[src/rtl/ea_gen24.sv]
module ea_gen24 #(
  parameter int AW = 24,
  parameter int RW = 16
) (
  input  logic          clk,
  input  logic          rst_n,
  input  logic          start,
  input  logic [3:0]    mode,
  input  logic [AW-1:0] opnd,
  input  logic [RW-1:0] dpage,
  input  logic [7:0]    dbank,
  input  logic [RW-1:0] sp,
  input  logic [RW-1:0] xidx,
  input  logic [RW-1:0] yidx,
  output logic          rd_req,
  output logic [AW-1:0] rd_addr,
  input  logic          rd_valid,
  input  logic [7:0]    rd_data,
  output logic [AW-1:0] ea,
  output logic          done
);
  localparam logic [3:0] M_DPI = 4'd2, M_DPL = 4'd3, M_DPLY = 4'd4, M_ABL = 4'd5,
                         M_ABLX = 4'd6, M_SR = 4'd7, M_SRIY = 4'd8, M_DPX = 4'd1;
  localparam int BW = AW - RW;

  logic          busy;
  logic [1:0]    idx, last;
  logic [3:0]    mode_q;
  logic [RW-1:0] base_q, y_q;
  logic [7:0]    bank_q;
  logic [AW-1:0] ptr_q, ptr_n, fin;
  logic [RW-1:0] dp_sum, sr_sum, base_n;
  logic          is_ptr;

  assign dp_sum = dpage + RW'(opnd[7:0]);
  assign sr_sum = sp + RW'(opnd[7:0]);
  assign is_ptr = (mode == M_DPI) || (mode == M_DPL) || (mode == M_DPLY) || (mode == M_SRIY);
  assign base_n = (mode == M_SRIY) ? sr_sum : dp_sum;

  assign rd_req  = busy;
  assign rd_addr = {{BW{1'b0}}, base_q + RW'(idx)};

  always_comb begin
    ptr_n = ptr_q;
    case (idx)
      2'd0:    ptr_n[7:0]   = rd_data;
      2'd1:    ptr_n[15:8]  = rd_data;
      default: ptr_n[23:16] = rd_data;
    endcase
    case (mode_q)
      M_DPL:   fin = ptr_n;
      M_DPLY:  fin = ptr_n + AW'(y_q);
      M_SRIY:  fin = {bank_q, ptr_n[RW-1:0]} + AW'(y_q);
      default: fin = {bank_q, ptr_n[RW-1:0]};
    endcase
  end

  always_ff @(posedge clk) begin
    if (!rst_n) begin
      busy <= 1'b0; idx <= '0; last <= '0; mode_q <= '0; base_q <= '0;
      y_q <= '0; bank_q <= '0; ptr_q <= '0; ea <= '0; done <= 1'b0;
    end else begin
      done <= 1'b0;
      if (busy) begin
        if (rd_valid) begin
          ptr_q <= ptr_n;
          if (idx == last) begin
            busy <= 1'b0;
            ea   <= fin;
            done <= 1'b1;
          end else begin
            idx <= idx + 2'd1;
          end
        end
      end else if (start) begin
        if (is_ptr) begin
          busy   <= 1'b1;
          idx    <= '0;
          last   <= (mode == M_DPL || mode == M_DPLY) ? 2'd2 : 2'd1;
          mode_q <= mode;
          base_q <= base_n;
          y_q    <= yidx;
          bank_q <= dbank;
        end else begin
          done <= 1'b1;
          case (mode)
            M_DPX:   ea <= {{BW{1'b0}}, dp_sum + xidx};
            M_ABL:   ea <= opnd;
            M_ABLX:  ea <= opnd + AW'(xidx);
            M_SR:    ea <= {{BW{1'b0}}, sr_sum};
            default: ea <= {{BW{1'b0}}, dp_sum};
          endcase
        end
      end
    end
  end
endmodule


[config.mk]
export PLATFORM = sky130hd
export DESIGN_NAME = ea_gen24
export DESIGN_NICKNAME = d
export VERILOG_FILES = /design/src/rtl/ea_gen24.sv
export SDC_FILE = /design/constraint.sdc
export NUM_CORES = 1
export LEC_CHECK = 0
export ABC_AREA = 1
export BUFFER_PORTS_ARGS = -buffer_cell sky130_fd_sc_hd__buf_2
export CORE_UTILIZATION = 55
export CTS_BUF_LIST = sky130_fd_sc_hd__clkbuf_16
export CTS_CLUSTER_SIZE = 12
export DETAILED_ROUTE_END_ITERATION = 16
export PLACE_DENSITY = 0.9
export SLEW_MARGIN = 0
export SYNTH_ARGS = -nofsm -noshare
export SYNTH_HDL_FRONTEND = slang
export SYNTH_SLANG_ARGS = --single-unit
export TNS_END_PERCENT = 1
[constraint.sdc]
create_clock -name clk -period 3.8 [get_ports clk]
set_input_delay 0.38 -clock clk [delete_from_list [all_inputs] [get_ports clk]]
set_output_delay 0.38 -clock clk [all_outputs]
set_load 0.02 [all_outputs]
==> run_summary.xml <==
<?xml version="1.0" encoding="UTF-8"?>
<metrics>
  <group name="outcome">
    <metric name="outcome" unit="">completed</metric>
  </group>
  <group name="routing">
    <metric name="drtIter0Drc" unit="">954</metric>
    <metric name="drt_first_pass_iters" unit="">6</metric>
    <metric name="routed_wire_length_per_instance" unit="µm">17.6</metric>
    <metric name="route.detailed.vias_per_inst" unit="">5.81</metric>
    <metric name="drt_wl_total" unit="µm">33700</metric>
    <metric name="total_via_count_after_detailed_routing" unit="">11082</metric>
    <metric name="drc_violation_count_after_routing" unit="">0</metric>
    <metric name="ant_nets" unit="">0</metric>
  </group>
  <group name="clock_tree">
    <metric name="hold_buffers" unit="">0</metric>
    <metric name="insertion_delay" unit="ns">0.37</metric>
    <metric name="cts_post_setup_buffers_inserted" unit="">0</metric>
    <metric name="post_cts_resize_count" unit="">0</metric>
    <metric name="total_clock_buffers_created_by_cts" unit="">9</metric>
    <metric name="clockRootBuffer" unit="">clkbuf_16</metric>
    <metric name="clkTransAtPathRegs" unit="ns">0.08</metric>
    <metric name="h_tree_depth_reported_by_cts" unit="">3</metric>
    <metric name="cts.sinks" unit="">98</metric>
    <metric name="cts_tree" unit="">built</metric>
    <metric name="ctsLongestPathBuffers" unit="">2</metric>
  </group>
  <group name="timing">
    <metric name="period_needed" unit="ns">3.42</metric>
    <metric name="hold-worst-slack" unit="ns">0.265</metric>
    <metric name="finalCritPeriodShare" unit="">0.900</metric>
    <metric name="worst_pin_slew" unit="ns">0.921</metric>
    <metric name="max_freq" unit="MHz">292</metric>
    <metric name="grt_setup_unrepaired" unit="">no</metric>
    <metric name="slew_headroom" unit="">0.382</metric>
    <metric name="finalMaxSlewViolations" unit="">0</metric>
    <metric name="totalNegativeSetupSlack" unit="ns">0</metric>
    <metric name="timing.final.ws_setup" unit="ns">0.379</metric>
    <metric name="final_hold_viol_count" unit="">0</metric>
    <metric name="final-setup-viol-count" unit="">0</metric>
    <metric name="clock-skew-final" unit="ns">0.0159</metric>
  </group>
  <group name="setup_path">
    <metric name="crit_top_cell" unit="">nand2_1</metric>
    <metric name="timing.critical_path.required" unit="ns">4.06</metric>
    <metric name="crit_type" unit="">register to register</metric>
    <metric name="cp-end-kind" unit="">register</metric>
    <metric name="worst-path-max-fanout" unit="">18</metric>
    <metric name="slowest_cell_on_the_critical_path" unit="">ha_1</metric>
    <metric name="cp_cell_sequence" unit="">inv_1, ha_1, nand2_1, o21ai_0, inv_1, ha_1, nand2_1, nor2_1, and3_1, nand2_1, nand2_1, nand2_1, a21oi_1, nand4_1, nand3_1, nand2_1, nand2_1, a21oi_1</metric>
    <metric name="critPathArrivalTime" unit="ns">3.68</metric>
    <metric name="timing.critical_path.slowest_cell_delay" unit="ns">0.66</metric>
    <metric name="worstSetupStartpointType" unit="">register</metric>
  </group>
  <group name="flow_run">
    <metric name="max_cap_viol_count" unit="">0</metric>
  </group>
  <group name="floorplanning">
    <metric name="core-area" unit="µm²">16700</metric>
    <metric name="floorplan.die_area" unit="µm²">17800</metric>
    <metric name="floorplan.die.height" unit="µm">133</metric>
    <metric name="design.portCount" unit="">162</metric>
    <metric name="fp-row-count" unit="">47</metric>
    <metric name="floorplan.die.width" unit="µm">133</metric>
    <metric name="effective_utilization_at_floorplan" unit="">0.568</metric>
  </group>
  <group name="placement">
    <metric name="place_congestion" unit="">1.09</metric>
    <metric name="place_area" unit="µm²">10400</metric>
    <metric name="placed_cells" unit="">1893</metric>
    <metric name="detailedPlace.worstSlack" unit="ns">0.207</metric>
    <metric name="input_output_buffers" unit="">153</metric>
    <metric name="detailedPlacementHpwl" unit="µm">27000</metric>
  </group>
  <group name="synth">
    <metric name="postSynth.topFlopCell" unit="">dfxtp_1</metric>
    <metric name="synthesis.area_per_instance" unit="µm²">6.13</metric>
    <metric name="yosys.cell_count.top_type" unit="">nand2_1</metric>
    <metric name="synth_enable_flop_cells" unit="">0</metric>
    <metric name="syn_inst" unit="">1548</metric>
    <metric name="synthDominantCellAreaShare" unit="">0.207</metric>
    <metric name="synth_cell_type_count" unit="">53</metric>
    <metric name="synthesis.area" unit="µm²">9490</metric>
    <metric name="yosys-top-cells-area" unit="">dfxtp_1, nand2_1, a21oi_1</metric>
    <metric name="synth-warning-count" unit="">0</metric>
    <metric name="synthTopCellsByCount" unit="">nand2_1, a21oi_1, inv_1</metric>
    <metric name="async_reset_ff_frac" unit="">0</metric>
    <metric name="yosys_register_bits" unit="">98</metric>
    <metric name="ys_seq_area_frac" unit="">0.207</metric>
    <metric name="largest_area_contributor_in_the_netlist" unit="">dfxtp_1</metric>
  </group>
  <group name="layout">
    <metric name="final.fill_count" unit="">1616</metric>
    <metric name="final_util" unit="">0.642</metric>
    <metric name="post_route_cells_drive_above_1_share" unit="">0.145</metric>
    <metric name="fin_cells" unit="">1909</metric>
    <metric name="final-seq-area" unit="µm²">1960</metric>
    <metric name="relative_area_change_from_synthesis_to_final_layout" unit="%">13.0</metric>
    <metric name="n_antenna_cell" unit="">0</metric>
    <metric name="postLayoutCellArea" unit="µm²">10700</metric>
    <metric name="final_nets" unit="">1871</metric>
    <metric name="area_used_by_multi_input_combinational_logic" unit="µm²">6540</metric>
  </group>
  <group name="pwr">
    <metric name="p_total" unit="mW">3.36</metric>
    <metric name="leakage" unit="nW">5.36</metric>
    <metric name="max-vdd-ir-drop" unit="V">0.000339</metric>
    <metric name="power-per-cell-area" unit="nW/µm²">313</metric>
  </group>
  <group name="grt">
    <metric name="wire_length_of_the_first_global_routing_pass" unit="µm">52800</metric>
    <metric name="grt_pass1_vias" unit="">10430</metric>
    <metric name="pin_count_of_the_biggest_net_entering_global_routing" unit="">54</metric>
    <metric name="number_of_antenna_violations_at_the_first_check_in_global_routing" unit="">0</metric>
    <metric name="overflow" unit="">0</metric>
    <metric name="groute.usage.overall" unit="">0.378</metric>
  </group>
  <group name="min_path">
    <metric name="hp-class" unit="">input pin to register</metric>
  </group>
</metrics>
==> power breakdown <==
part           total, mW  internal, mW  switching (mW)  leakage [nW]
combinational       1.22         0.412           0.812          4.41
clock              0.987         0.523           0.464         0.145
sequential          1.15          1.10          0.0513         0.801
==> cells by family (layout without fill, tap and decap cells) <==
logic type / count (synthesis) / count (layout) / share of synthesized area
xor gates and xnor gates: 48 / 48 / 0.0443
other: 1 / 8 / 0.000395
and+or+nand+nor: 659 / 659 / 0.296
DFF: 98 / 98 / 0.207
AOI/OAI and AO/OA: 420 / 420 / 0.242
adders and majority gates: 75 / 75 / 0.104
buffers and inverters: 247 / 381 / 0.107
==> registers in the layout, summed over array words and instances (netlist names) <==
name and count:
ea 24, ptr_q 24, base_q 16, y_q 16, bank_q 8, mode_q 4
idx 2, last 2, done 1, rd_req 1
==> final timing paths <==
path,startpoint,endpoint,slack (ns),cells after the start
hold reg to reg,base_q[14]$_SDFFE_PN0P_,base_q[14]$_SDFFE_PN0P_,0.48,2
setup / recovery,idx[1]$_SDFFE_PN0P_,ea[21]$_SDFFE_PN0P_,0.38,18
hold / removal,dbank[3],bank_q[3]$_SDFFE_PN0P_,0.27,3
setup reg to reg,idx[1]$_SDFFE_PN0P_,ea[21]$_SDFFE_PN0P_,0.38,18
==> cells in the final DEF, fill, tap and decap left out, types with 7 or more instances in the layout <==
cell,n
a21oi_1,179
nor2_1,133
inv_2,13
dfxtp_1,98
o21bai_1,8
or2_2,11
nand2_2,11
conb_1,8
xor2_1,30
nand4_1,18
o21ai_0,165
o211ai_1,18
inv_1,176
nand2_1,364
o21ai_2,7
nor3_1,15
buf_2,153
nand3b_1,8
clkbuf_16,9
xnor2_1,18
nand3_1,83
buf_4,21
ha_1,69
==> cell type report <==
type                            instances  share of cell area
Tap cell                              220              0.0257
Clock buffer                            9              0.0210
Multi-Input combinational cell       1210               0.610
Inverter                              191              0.0668
Sequential cell                        98               0.183
Clock inverter                          7             0.00770
Timing Repair Buffer                  174              0.0861
==> worst max-delay path: cells and delay by family (launching register included) <==
kind	cells	cell delay [ns]
DFF	1	0.35
and+or+nand+nor	11	1.16
buffers and inverters	2	0.23
adders and majority gates	2	1.02
AOI/OAI and AO/OA	3	0.53
==> layer usage <==
layer	wire (µm)	GRT usage	vias up
li1	-	-	5400
met1	13600	0.467	5026
met2	15800	0.647	551
met3	2680	0.0521	105
met4	1640	0.182	0
met5	0	0	-
Note: power is estimated with default switching activity, not from simulation.
